===== config.mk =====
export PLATFORM = sky130hd
export DESIGN_NAME = edram_march_bist
export DESIGN_NICKNAME = d
export VERILOG_FILES = /design/src/rtl/edram_bist_pkg.sv /design/src/rtl/bist_datagen.sv /design/src/rtl/bist_ctrl.sv /design/src/rtl/bist_cmp.sv /design/src/rtl/edram_march_bist.sv
export SDC_FILE = /design/constraint.sdc
export NUM_CORES = 1
export LEC_CHECK = 0
export ABC_CLOCK_PERIOD_IN_PS = 4770
export BUFFER_PORTS_ARGS = -buffer_cell sky130_fd_sc_hd__buf_2
export CORE_ASPECT_RATIO = 1.5
export CORE_MARGIN = 4
export CORE_UTILIZATION = 45
export CTS_CLUSTER_SIZE = 16
export DETAILED_ROUTE_END_ITERATION = 10
export PLACE_DENSITY = 0.78
export SLEW_MARGIN = 10
export SYNTH_ARGS = -nofsm -noshare
export SYNTH_HDL_FRONTEND = slang
export SYNTH_HIERARCHICAL = 1
export SYNTH_SLANG_ARGS = --single-unit
export TNS_END_PERCENT = 1

===== constraint.sdc =====
create_clock -name clk -period 4.77 [get_ports clk]
set_clock_uncertainty 0.05 [all_clocks]
set_input_delay 0.7155 -clock clk [delete_from_list [all_inputs] [get_ports clk]]
set_output_delay 0.7155 -clock clk [all_outputs]
set_load 0.01 [all_outputs]

===== src/rtl/edram_bist_pkg.sv =====
package edram_bist_pkg;

  localparam int STEP_W = 4;

  typedef enum logic [1:0] {
    K_OPS = 2'd0,
    K_SR  = 2'd1,
    K_DLY = 2'd2,
    K_END = 2'd3
  } step_kind_e;

  // One step of a phase: kind, walk direction, operation count and per-slot
  // read flag / complement-background flag (slot j uses bit j).
  typedef struct packed {
    step_kind_e  kind;
    logic        down;
    logic [1:0]  nops;
    logic [3:0]  rd;
    logic [3:0]  inv;
  } step_t;

  function automatic step_t mk_step(step_kind_e k, logic dn, logic [1:0] n,
                                    logic [3:0] rd, logic [3:0] inv);
    step_t s;
    s.kind = k;
    s.down = dn;
    s.nops = n;
    s.rd   = rd;
    s.inv  = inv;
    return s;
  endfunction

  // Step table for both phases; phase 0 = solid, phase 1 = checkerboard.
  function automatic step_t step_lookup(logic phase, logic [STEP_W-1:0] idx);
    step_t s;
    s = mk_step(K_END, 1'b0, 2'd1, 4'b0000, 4'b0000);
    if (!phase) begin
      case (idx)
        4'd0: s = mk_step(K_OPS, 1'b0, 2'd1, 4'b0000, 4'b0000); // w a
        4'd1: s = mk_step(K_OPS, 1'b0, 2'd3, 4'b0101, 4'b0110); // r a, w b, r b
        4'd2: s = mk_step(K_SR,  1'b0, 2'd1, 4'b0000, 4'b0000);
        4'd3: s = mk_step(K_OPS, 1'b0, 2'd2, 4'b0001, 4'b0001); // r b, w a
        4'd4: s = mk_step(K_OPS, 1'b1, 2'd2, 4'b0001, 4'b0010); // r a, w b
        4'd5: s = mk_step(K_OPS, 1'b1, 2'd2, 4'b0001, 4'b0001); // r b, w a
        4'd6: s = mk_step(K_SR,  1'b0, 2'd1, 4'b0000, 4'b0000);
        4'd7: s = mk_step(K_OPS, 1'b1, 2'd1, 4'b0001, 4'b0000); // r a
        default: ;
      endcase
    end else begin
      case (idx)
        4'd0: s = mk_step(K_OPS, 1'b0, 2'd1, 4'b0000, 4'b0000); // w a
        4'd1: s = mk_step(K_SR,  1'b0, 2'd1, 4'b0000, 4'b0000);
        4'd2: s = mk_step(K_DLY, 1'b0, 2'd1, 4'b0000, 4'b0000);
        4'd3: s = mk_step(K_OPS, 1'b0, 2'd2, 4'b0001, 4'b0010); // r a, w b
        4'd4: s = mk_step(K_SR,  1'b0, 2'd1, 4'b0000, 4'b0000);
        4'd5: s = mk_step(K_DLY, 1'b0, 2'd1, 4'b0000, 4'b0000);
        4'd6: s = mk_step(K_OPS, 1'b1, 2'd1, 4'b0001, 4'b0001); // r b
        default: ;
      endcase
    end
    return s;
  endfunction

endpackage


===== src/rtl/bist_datagen.sv =====
module bist_datagen #(
  parameter int ROW_W     = 3,
  parameter int COL_W     = 2,
  parameter int HALF_W    = 16,
  parameter int NUM_TWIST = 2
) (
  input  logic [ROW_W-1:0]           row,
  input  logic [COL_W-1:0]           col,
  input  logic                       phase,
  input  logic                       inv,
  input  logic [NUM_TWIST*ROW_W-1:0] twist_pos,
  input  logic [NUM_TWIST-1:0]       twist_en,
  output logic [2*HALF_W-1:0]        data
);
  localparam int DATA_W = 2 * HALF_W;
  localparam int COLS   = 1 << COL_W;

  // Odd count of passed twists flips the whole column polarity.
  function automatic logic twist_parity(input logic [ROW_W-1:0] r,
                                        input logic [NUM_TWIST*ROW_W-1:0] pos,
                                        input logic [NUM_TWIST-1:0] en);
    logic p;
    p = 1'b0;
    for (int k = 0; k < NUM_TWIST; k++)
      if (en[k] && (r >= pos[k*ROW_W +: ROW_W])) p = ~p;
    return p;
  endfunction

  // Bit-line-bar cells: odd pair within the half, shifted by word interleave.
  function automatic logic [DATA_W-1:0] polarity_mask(input logic [COL_W-1:0] c,
                                                      input logic flip);
    logic [DATA_W-1:0] m;
    for (int i = 0; i < DATA_W; i++)
      m[i] = (((i % HALF_W) % 2) == 1) ^ c[0] ^ flip;
    return m;
  endfunction

  // Physical background value of every cell of the addressed word.
  function automatic logic [DATA_W-1:0] phys_bg(input logic ph,
                                                input logic [ROW_W-1:0] r,
                                                input logic [COL_W-1:0] c,
                                                input logic b);
    logic [DATA_W-1:0] v;
    for (int i = 0; i < DATA_W; i++) begin
      if (!ph) v[i] = b;
      else     v[i] = r[0] ^ ((((i % HALF_W) * COLS) % 2) == 1) ^ c[0] ^ b;
    end
    return v;
  endfunction

  logic             flip;
  logic [DATA_W-1:0] mask;
  logic [DATA_W-1:0] phys;

  assign flip = twist_parity(row, twist_pos, twist_en);
  assign mask = polarity_mask(col, flip);
  assign phys = phys_bg(phase, row, col, inv);
  assign data = phys ^ mask;

endmodule


===== src/rtl/bist_ctrl.sv =====
module bist_ctrl
  import edram_bist_pkg::*;
#(
  parameter int ROW_W = 3,
  parameter int COL_W = 2,
  parameter int DLY_W = 20
) (
  input  logic                   clk,
  input  logic                   rst_n,
  input  logic                   start,
  input  logic                   skip_p1_sr,
  input  logic [DLY_W-1:0]       delay_cycles,
  input  logic                   sr_ack,
  input  logic                   halt,
  output logic                   op_valid,
  output logic                   op_rd,
  output logic                   op_inv,
  output logic [ROW_W-1:0]       row,
  output logic [COL_W-1:0]       col,
  output logic                   phase,
  output logic [STEP_W-1:0]      elem,
  output logic                   sr_req,
  output logic                   done,
  output logic                   busy,
  output logic                   clr
);
  localparam int ADDR_W = ROW_W + COL_W;
  localparam logic [ADDR_W-1:0] LAST = '1;

  typedef enum logic [2:0] {S_IDLE, S_LOAD, S_OPS, S_SR, S_DLY, S_DONE} st_e;

  st_e               state;
  logic [ADDR_W-1:0] cnt;
  logic [1:0]        opi;
  logic [DLY_W-1:0]  dly;
  step_t             cur;
  logic              last_op;
  logic              last_addr;

  assign cur       = step_lookup(phase, elem);
  assign last_op   = (opi == cur.nops - 2'd1);
  assign last_addr = cur.down ? (cnt == '0) : (cnt == LAST);

  // Phase 0 walks rows fastest, phase 1 walks columns fastest.
  assign row = phase ? cnt[ADDR_W-1:COL_W] : cnt[ROW_W-1:0];
  assign col = phase ? cnt[COL_W-1:0]      : cnt[ADDR_W-1:ROW_W];

  assign op_valid = (state == S_OPS);
  assign op_rd    = cur.rd[opi];
  assign op_inv   = cur.inv[opi];
  assign sr_req   = (state == S_SR);
  assign done     = (state == S_DONE);
  assign busy     = (state != S_IDLE) && (state != S_DONE);
  assign clr      = (state == S_IDLE) && start;

  always_ff @(posedge clk) begin
    if (!rst_n) begin
      state <= S_IDLE;
      phase <= 1'b0;
      elem  <= '0;
      cnt   <= '0;
      opi   <= '0;
      dly   <= '0;
    end else begin
      case (state)
        S_IDLE: if (start) begin
          state <= S_LOAD;
          phase <= 1'b0;
          elem  <= '0;
        end
        S_LOAD: begin
          case (cur.kind)
            K_OPS: begin
              cnt   <= cur.down ? LAST : '0;
              opi   <= '0;
              state <= S_OPS;
            end
            K_SR: begin
              if (!phase && skip_p1_sr) elem <= elem + STEP_W'(1);
              else                      state <= S_SR;
            end
            K_DLY: begin
              dly   <= (delay_cycles == '0) ? DLY_W'(1) : delay_cycles;
              state <= S_DLY;
            end
            default: begin
              if (!phase) begin
                phase <= 1'b1;
                elem  <= '0;
              end else begin
                state <= S_DONE;
              end
            end
          endcase
        end
        S_OPS: begin
          if (!last_op) begin
            opi <= opi + 2'd1;
          end else begin
            opi <= '0;
            if (last_addr) begin
              elem  <= elem + STEP_W'(1);
              state <= S_LOAD;
            end else begin
              cnt <= cur.down ? cnt - 1'b1 : cnt + 1'b1;
            end
          end
        end
        S_SR: if (sr_ack) begin
          elem  <= elem + STEP_W'(1);
          state <= S_LOAD;
        end
        S_DLY: begin
          if (dly <= DLY_W'(1)) begin
            elem  <= elem + STEP_W'(1);
            state <= S_LOAD;
          end else begin
            dly <= dly - DLY_W'(1);
          end
        end
        default: state <= S_IDLE;
      endcase
      if (halt && (state != S_IDLE) && (state != S_DONE)) state <= S_DONE;
    end
  end

  // the address holds for every operation of a step at one location
  assert_op_hold_R1: assert property (@(posedge clk) disable iff (!rst_n)
    (op_valid && !last_op && !halt) |=> (op_valid && $stable(cnt)));

  // after the last operation at a non-final address the walk moves on
  assert_addr_move_R2: assert property (@(posedge clk) disable iff (!rst_n)
    (op_valid && last_op && !last_addr && !halt) |=> (op_valid && (cnt != $past(cnt))));

  // a pending self-refresh request is not withdrawn before its acknowledge
  assert_sr_hold_R5: assert property (@(posedge clk) disable iff (!rst_n)
    (sr_req && !sr_ack && !halt) |=> sr_req);

  // done is a single-cycle pulse that leaves the block idle
  assert_done_pulse_R12: assert property (@(posedge clk) disable iff (!rst_n)
    done |=> (!done && !busy));

endmodule


===== src/rtl/bist_cmp.sv =====
module bist_cmp #(
  parameter int DATA_W = 32,
  parameter int ADDR_W = 5,
  parameter int STEP_W = 4
) (
  input  logic              clk,
  input  logic              rst_n,
  input  logic              clr,
  input  logic              rd_issue,
  input  logic [DATA_W-1:0] exp_in,
  input  logic              phase_in,
  input  logic [STEP_W-1:0] elem_in,
  input  logic [ADDR_W-1:0] addr_in,
  input  logic [DATA_W-1:0] rdata,
  output logic              first_hit,
  output logic              fail,
  output logic              diag_phase,
  output logic [STEP_W-1:0] diag_elem,
  output logic [ADDR_W-1:0] diag_addr,
  output logic [DATA_W-1:0] diag_exp,
  output logic [DATA_W-1:0] diag_act
);
  // One-stage expectation pipeline matches the one-cycle read latency.
  logic              pend;
  logic [DATA_W-1:0] exp_q;
  logic              phase_q;
  logic [STEP_W-1:0] elem_q;
  logic [ADDR_W-1:0] addr_q;
  logic              mismatch;

  assign mismatch  = pend && (rdata != exp_q);
  assign first_hit = mismatch && !fail;

  always_ff @(posedge clk) begin
    if (!rst_n) begin
      pend    <= 1'b0;
      exp_q   <= '0;
      phase_q <= 1'b0;
      elem_q  <= '0;
      addr_q  <= '0;
    end else begin
      pend    <= rd_issue;
      exp_q   <= exp_in;
      phase_q <= phase_in;
      elem_q  <= elem_in;
      addr_q  <= addr_in;
    end
  end

  always_ff @(posedge clk) begin
    if (!rst_n || clr) begin
      fail       <= 1'b0;
      diag_phase <= 1'b0;
      diag_elem  <= '0;
      diag_addr  <= '0;
      diag_exp   <= '0;
      diag_act   <= '0;
    end else if (first_hit) begin
      fail       <= 1'b1;
      diag_phase <= phase_q;
      diag_elem  <= elem_q;
      diag_addr  <= addr_q;
      diag_exp   <= exp_q;
      diag_act   <= rdata;
    end
  end

  // fail is sticky until a new run clears it
  assert_fail_sticky_R10: assert property (@(posedge clk) disable iff (!rst_n)
    (fail && !clr) |=> fail);

  // captured diagnosis does not move after the first mismatch
  assert_diag_hold_R10: assert property (@(posedge clk) disable iff (!rst_n)
    (fail && !clr) |=> ($stable(diag_addr) && $stable(diag_act) && $stable(diag_elem)));

  // the capture takes the read word of the failing cycle
  assert_capture_R9: assert property (@(posedge clk) disable iff (!rst_n)
    (first_hit && !clr) |=> (fail && (diag_act == $past(rdata))));

endmodule


===== src/rtl/edram_march_bist.sv =====
module edram_march_bist #(
  parameter int ROW_W     = 3,
  parameter int COL_W     = 2,
  parameter int HALF_W    = 16,
  parameter int NUM_TWIST = 2,
  parameter int DLY_W     = 20
) (
  input  logic                            clk,
  input  logic                            rst_n,
  input  logic                            start,
  input  logic                            skip_p1_sr,
  input  logic                            stop_on_fail,
  input  logic [DLY_W-1:0]                delay_cycles,
  input  logic [NUM_TWIST*ROW_W-1:0]      twist_pos,
  input  logic [NUM_TWIST-1:0]            twist_en,
  output logic [ROW_W+COL_W-1:0]          mem_addr,
  output logic                            mem_we,
  output logic                            mem_re,
  output logic [2*HALF_W-1:0]             mem_wdata,
  input  logic [2*HALF_W-1:0]             mem_rdata,
  output logic                            sr_req,
  input  logic                            sr_ack,
  output logic                            busy,
  output logic                            done,
  output logic                            fail,
  output logic                            diag_phase,
  output logic [3:0]                      diag_elem,
  output logic [ROW_W+COL_W-1:0]          diag_addr,
  output logic [2*HALF_W-1:0]             diag_exp,
  output logic [2*HALF_W-1:0]             diag_act
);
  import edram_bist_pkg::*;

  localparam int DATA_W = 2 * HALF_W;
  localparam int ADDR_W = ROW_W + COL_W;

  logic              op_valid;
  logic              op_rd;
  logic              op_inv;
  logic [ROW_W-1:0]  row;
  logic [COL_W-1:0]  col;
  logic              phase;
  logic [STEP_W-1:0] elem;
  logic              clr;
  logic              first_hit;
  logic              halt;
  logic [DATA_W-1:0] word;

  assign halt = first_hit && stop_on_fail;

  bist_ctrl #(.ROW_W(ROW_W), .COL_W(COL_W), .DLY_W(DLY_W)) u_ctrl (
    .clk(clk), .rst_n(rst_n), .start(start), .skip_p1_sr(skip_p1_sr),
    .delay_cycles(delay_cycles), .sr_ack(sr_ack), .halt(halt),
    .op_valid(op_valid), .op_rd(op_rd), .op_inv(op_inv), .row(row), .col(col),
    .phase(phase), .elem(elem), .sr_req(sr_req), .done(done), .busy(busy), .clr(clr)
  );

  bist_datagen #(.ROW_W(ROW_W), .COL_W(COL_W), .HALF_W(HALF_W), .NUM_TWIST(NUM_TWIST)) u_dgen (
    .row(row), .col(col), .phase(phase), .inv(op_inv),
    .twist_pos(twist_pos), .twist_en(twist_en), .data(word)
  );

  assign mem_addr  = {row, col};
  assign mem_we    = op_valid && !op_rd;
  assign mem_re    = op_valid && op_rd;
  assign mem_wdata = mem_we ? word : '0;

  bist_cmp #(.DATA_W(DATA_W), .ADDR_W(ADDR_W), .STEP_W(STEP_W)) u_cmp (
    .clk(clk), .rst_n(rst_n), .clr(clr), .rd_issue(mem_re), .exp_in(word),
    .phase_in(phase), .elem_in(elem), .addr_in(mem_addr), .rdata(mem_rdata),
    .first_hit(first_hit), .fail(fail), .diag_phase(diag_phase),
    .diag_elem(diag_elem), .diag_addr(diag_addr), .diag_exp(diag_exp),
    .diag_act(diag_act)
  );

  // once halted by stop-on-fail, no access follows the end pulse
  assert_halt_quiet_R11: assert property (@(posedge clk) disable iff (!rst_n)
    (done && stop_on_fail && fail) |=> !(mem_we || mem_re));

endmodule


Yosys cells after proc, flatten, opt, wreduce, memory -nomap -nowiden

Index checks and enable logic that the tools add are counted.

Add/subtract/negate cells: 6
Order comparisons: 4
Equality and inequality tests: 40
Muxes and demuxes: 49
Bitwise operators: 8
Reduce and logical (&&, ||, !) cells: 40

Operators with widths:

| operator                                                                | count |
|---|---|
| 13-bit case mux with 7 select lines                                     | 1 |
| 13-bit case mux with 5 select lines                                     | 1 |
| 20-bit two-way mux                                                      | 3 |
| 20-bit case mux with 2 select lines                                     | 1 |
| 32-bit two-way mux                                                      | 1 |
| 32-bit != test                                                          | 1 |
| 32-bit bitwise XOR                                                      | 1 |
| 4-bit two-way mux                                                       | 7 |
| 3-bit two-way mux                                                       | 9 |
| 5-bit two-way mux                                                       | 5 |
| 20-bit by 1-bit <= comparator with 1-bit output (second input constant) | 1 |
| 20-bit logical NOT                                                      | 1 |
| 4-bit case mux with 5 select lines                                      | 1 |
| 20-bit by 1-bit subtractor with 20-bit output (second input constant)   | 1 |
| 4-bit by 3-bit == test with 1-bit output (second input constant)        | 4 |
| 3-bit case mux with 5 select lines                                      | 1 |
| 7-bit AND reduction                                                     | 2 |
| 13-bit two-way mux                                                      | 1 |
| 1-bit logical AND                                                       | 12 |
| 2-bit by 1-bit != test with 1-bit output (second input constant)        | 6 |
| 3-bit by 1-bit != test with 1-bit output (second input constant)        | 4 |
| 3-bit != test (second input constant)                                   | 4 |
| 2-bit != test (second input constant)                                   | 5 |
| 5-bit case mux with 2 select lines                                      | 1 |
| 44 further kinds                                                        | 73 |

Bits in registers: 153
Input bits: 66
Output and inout bits: 117
Word-level logic and storage cells: 165

Logic depth before layout (Yosys ltp)

Depth in word-level cells: 10
Gate-level depth with buffers: 16
Mapped depth without buffers: 15

Modules after synthesis

Netlist, hierarchy kept.

By module, submodules not included:

| module           | times used | cells an instance | area an instance (um^2) | seq. area each (um^2) |
|---|---|---|---|---|
| bist_cmp         | 1          | 458               | 4444.3                  | 2362.3 |
| bist_ctrl        | 1          | 408               | 3044.2                  | 700.7 |
| bist_datagen     | 1          | 55                | 409.1                   | 0.0 |
| edram_march_bist | 1          | 41                | 340.3                   | 0.0 |

Worst setup path before layout

OpenSTA, ideal clock, no wires.

Path kind: register -> output
From: register u_ctrl.phase
To: output mem_wdata[23]
Arrival: 3.310 ns
Data required time: 4.004 ns
Path slack: 0.695 ns
Stages on the path, launching flop included: 15
Path buffers: 4
Path through: dfxtp_1 > buf_6 > clkbuf_1 > clkbuf_1 > nand2_1 > o21ai_0 > inv_1 > ha_1 > nand2b_1 > a21oi_1 > nor2b_1 > o21ai_1 > xor2_1 > buf_4 > and3b_2

Longest elaborated chain between the ends: 9
Elaborated cells between the ends (all ways): 23
Classes of those cells: 2 x order compare; 11 x mux; 6 x bitwise; 4 x reduce/logical

RTL lines:

| what                              | line                   | RTL |
|---|---|---|
| start, declared                   | bist_ctrl.sv:20        | `output logic phase,` |
| start signal, assigned            | bist_ctrl.sv:59        | `phase <= 1'b0;` |
| start signal, assigned            | bist_ctrl.sv:68        | `phase <= 1'b0;` |
| start signal, assigned            | bist_ctrl.sv:88        | `phase <= 1'b1;` |
| 3-bit two-way mux (*)             | bist_ctrl.sv:45        | `assign row = phase ? cnt[ADDR_W-1:COL_W] : cnt[ROW_W-1:0];` |
| via mem_addr[2]                   | edram_march_bist.sv:16 | `output logic [ROW_W+COL_W-1:0] mem_addr,` |
| 3-bit greater-or-equal comparator | bist_datagen.sv:25     | `if (en[k] && (r >= pos[k*ROW_W +: ROW_W])) p = ~p;` |
| 1-bit logical AND                 | bist_datagen.sv:25     |  |
| 1-bit two-way mux                 | bist_datagen.sv:25     |  |
| 1-bit NOT                         | bist_datagen.sv:25     |  |
| 1-bit two-way mux                 | bist_datagen.sv:25     |  |
| 1-bit bitwise XOR                 | bist_datagen.sv:34     | `m[i] = (((i % HALF_W) % 2) == 1) ^ c[0] ^ flip;` |
| 32-bit bitwise XOR (*)            | bist_datagen.sv:58     | `assign data = phys ^ mask;` |
| via word[23]                      | edram_march_bist.sv:47 | `logic [DATA_W-1:0] word;` |
| 32-bit two-way mux (*)            | edram_march_bist.sv:66 | `assign mem_wdata = mem_we ? word : '0;` |
| end, declared                     | edram_march_bist.sv:19 | `output logic [2*HALF_W-1:0] mem_wdata,` |

The timed path passes the listed nets; every way through them passes the cells marked *. The select of a mux whose other input is x is not followed.

Final worst setup path

From: register u_ctrl.elem[0]
To: output mem_wdata[1]

Longest elaborated chain between the ends: 10
Elaborated cells between the ends (all ways): 24
Classes of those cells: 7 x eq/ne; 9 x mux; 2 x bitwise; 6 x reduce/logical

RTL lines:

| what                                                                                       | line                                       | RTL |
|---|---|---|
| start, declared                                                                            | bist_ctrl.sv:21                            | `output logic [STEP_W-1:0] elem,` |
| start signal, assigned                                                                     | bist_ctrl.sv:79                            | `if (!phase && skip_p1_sr) elem <= elem + STEP_W'(1);` |
| start signal, assigned                                                                     | bist_ctrl.sv:102                           | `elem <= elem + STEP_W'(1);` |
| start signal, assigned                                                                     | bist_ctrl.sv:110                           | `elem <= elem + STEP_W'(1);` |
| 4-bit by 2-bit == test with 1-bit output (tied with other cells)                           | edram_bist_pkg.sv:38, edram_bist_pkg.sv:50 |  |
| 2-bit OR reduction (no source line)                                                        | -                                          |  |
| 13-bit case mux with 7 select lines or 13-bit case mux with 5 select lines (tied branches) | edram_bist_pkg.sv:38, edram_bist_pkg.sv:50 |  |
| 13-bit two-way mux (*)                                                                     | edram_bist_pkg.sv:37                       | `if (!phase) begin` |
| 1-bit binary-select mux with 2-bit select (*)                                              | bist_ctrl.sv:50                            | `assign op_inv = cur.inv[opi];` |
| 1-bit two-way mux (implied by the code) (*)                                                | bist_ctrl.sv:50                            |  |
| via op_inv                                                                                 | edram_march_bist.sv:39                     | `logic op_inv;` |
| 1-bit bitwise XOR                                                                          | bist_datagen.sv:46                         | `else v[i] = r[0] ^ ((((i % HALF_W) * COLS) % 2) == 1) ^ c[0] ^ b;` |
| 1-bit two-way mux (*)                                                                      | bist_datagen.sv:45                         | `if (!ph) v[i] = b;` |
| 32-bit bitwise XOR (*)                                                                     | bist_datagen.sv:58                         |  |
| via word[1]                                                                                | edram_march_bist.sv:47                     |  |
| 32-bit two-way mux (*)                                                                     | edram_march_bist.sv:66                     |  |

Marks and branches as above.

==> results.yml <==
worst_setup_path:
  setup.worst_path.start_class: "flip-flop"
  crit_arrival_ns: 3.39
  required_ns: 4.00
  cp_max_fo: 32
  end_kind: "primary output"
  crit_type: "reg2out"
clock_network:
  clk_pin_slew_ns: 0.07
  cts_tree: "built"
  ctsHoldBuffers: 0
  h-tree-depth: 4
  cts_sinks: 153
  cts_buffer_depth: 2
  postCtsSetupBuffers: 0
  clk_latency_ns: 0.42
  cts_root_buf: "clkbuf_16"
  numCtsBuffers: 17
  ctsResizeCount: 0
layout:
  num-nets-final: 1169
  fin_cells: 1313
  drive_gt1_share_pct: 24.0
  layout_commonest_cell: "nand2_1"
  synthToLayoutAreaGrowth_pct: 16.6
  final_cell_area_mm2: 0.00961
  fillers: 1578
  final_cell_mix: "nand2_1 (196), buf_2 (182), dfxtp_1 (153), mux2i_1 (77)"
  antenna_cells: 0
floorplan:
  placementRows: 60
  die-width_um: 118
  die_y_um: 174
  ios: 183
  dieArea_mm2: 0.0206
  start_util_pct: 45.9
  core_area_mm2: 0.0179
routing:
  first_iter_violations: 587
  dr.pass1.iters: 5
  drc: 0
  wl_per_cell_um: 15.8
  wirelength_um: 20700
  drtAntennaViolNets: 0
  vias: 7045
  viasPerCell: 5.37
sta:
  fmax_mhz: 241
  setup_viol: 0
  relSlewSlack_pct: 33.6
  fin_crit_ns: 4.15
  fin_crit_sh_pct: 87.1
  hold_violations: 0
  tightest_slew_ns: 0.993
  rsz0062_at_grt: "no"
  finalSetupTns_ns: 0
  slew_violations: 0
  worst_slack_ns: 0.616
pwr:
  seq_power_share_pct: 35.3
  p_switching_uw: 1550
  p_clk_share_pct: 31.6
  comb_power_share_pct: 33.1
  p_int_uw: 2630
  switching_share_pct: 37.1
  p_per_area_mw_per_mm2: 436
  power_leakage_uw: 0.00410
  peakVddDrop_uv: 235
logic_synthesis:
  seq_area_frac_synth_pct: 37.2
  synth_warnings: 6
  syn_nets: 1048
  synth-edff-count: 0
  async_flop_share_pct: 0
  synth_cell_types: 78
  yosys.area.top_type: "dfxtp_1"
  ys.flop_type: "dfxtp_1"
  synthTopCellsByArea: "dfxtp_1 (37%), mux2i_1 (9.4%), nand2_1 (8.9%), xnor2_1 (3.9%), and2_1 (3.5%)"
  syn_area_mm2: 0.00824
  netlist_instances: 962
  syn_area_per_cell_um2: 8.56
  synth_seq_cells: 153
  synth_top_area_share_pct: 37.2
global_routing:
  globalRouteTotalUtil_pct: 19.8
  grt-ovfl-total: 0
  grt_pass1_wl_um: 33400
  grt_max_degree: 64
  grt_pass1_vias: 6702
  antenna_found_initial: 0
placement:
  post-dp-hpwl_um: 14900
  postPlaceCellArea_mm2: 0.00902
  numPortBuffers: 182
  place.gp.congestion: 0.869
  pre_cts_ws_ns: 0.994
  dp.cells: 1281
outcome:
  status: "complete, no violations"
worst_hold_path:
  hp-class: "reg2reg"
flow_run:
  cap_violations: 0
-- worst max-delay path, stage by stage, from the launching register on --
cell      delay (ns)
dfxtp_1         0.42
ha_1            0.36
nor2b_1         0.25
a211oi_1        0.09
a21oi_1         0.19
a21boi_0        0.10
o21ai_0         0.21
xor2_1          0.11
xnor2_1         0.39
xor2_2          0.16
buf_4           0.31
and3b_2         0.23
buf_2           0.13
-- final timing paths --
check,start,end,slack [ns],cells after the start
max,u_ctrl/elem[0],mem_wdata[1],0.62,12
min,u_cmp/elem_q[1],u_cmp/diag_elem[1],0.39,2
max reg2reg,u_ctrl/elem[0],u_ctrl/elem[3],1.39,13
min reg2reg,u_cmp/elem_q[1],u_cmp/diag_elem[1],0.39,2
-- per-stage QoR --
stage                     total power, uW  hold WS [ns]  utilization, %
after floorplan                      2700         0.374               -
after global placement               2860         0.382            50.3
after detailed placement             2890         0.381            50.3
after CTS                            4210         0.391            53.5
after global routing                 4430         0.419            53.5
final                                4190         0.387            53.5
-- routing by layer --
| layer | global-route usage [%] | part of all wire (%) | vias to the layer above |
|---|---|---|---|
| met2 | 35.8 | 51 | 231 |
| met5 | 0 | 0 | - |
| met4 | 9.04 | 3.5 | 0 |
| met3 | 4.41 | 5.5 | 34 |
| li1 | - | - | 3520 |
| met1 | 22.0 | 40 | 3260 |
-- cell usage after synthesis (10+ instances only) --
library cell / count
nand2_1: 196
dfxtp_1: 153
mux2i_1: 77
and2_1: 46
nor2_1: 46
a21oi_1: 37
xnor2_1: 37
clkbuf_1: 35
o21ai_0: 35
buf_4: 31
and3b_1: 24
ha_1: 19
inv_1: 19
buf_2: 17
nor4_1: 12
a211oi_1: 11
o21a_1: 11
nand4_1: 10
-- power by group through the flow --
| stage | clock [uW] | sequential (uW) | combinational, uW |
|---|---|---|---|
| floorplan | 0 | 1480 | 1230 |
| CTS | 1350 | 1480 | 1390 |
| global placement | 0 | 1500 | 1360 |
| detailed placement | 0 | 1510 | 1380 |
| global route | 1410 | 1490 | 1530 |
| finish | 1320 | 1480 | 1380 |
-- cell type report --
class / count / area, um2 / share of cell area [%]
timing repair buffer: 194 / 1010 / 10.5
clock inverter: 14 / 144 / 1.50
tap: 217 / 272 / 2.83
multi-input combinational: 696 / 4590 / 47.8
inverter: 21 / 81.3 / 0.847
clock buffer: 18 / 439 / 4.57
sequential: 153 / 3060 / 31.9
-- sequential cells by signal (all words and copies together) (netlist names), 2 cells and up --
signal	flops
u_cmp/diag_addr	5
u_ctrl/dly	20
u_cmp/exp_q	32
u_ctrl/cnt	5
u_cmp/elem_q	4
u_ctrl/state	3
u_cmp/diag_exp	32
u_cmp/addr_q	5
u_ctrl/opi	2
u_cmp/diag_act	32
u_cmp/diag_elem	4
u_ctrl/elem	4
-- kinds of logic (layout without fill, tap and decap cells) --
family / after synthesis / in the layout / synth area share (%)
AND/OR/NAND/NOR: 396 / 396 / 24.4
buffers and inverters: 113 / 247 / 7.50
flip-flops: 153 / 153 / 37.2
adder cells (fa/ha/maj): 20 / 20 / 3.13
XOR/XNOR: 39 / 39 / 4.15
AO/OA/AOI/OAI: 160 / 160 / 13.5
multiplexers: 81 / 81 / 10.2
(Power assumes the default switching activity.)
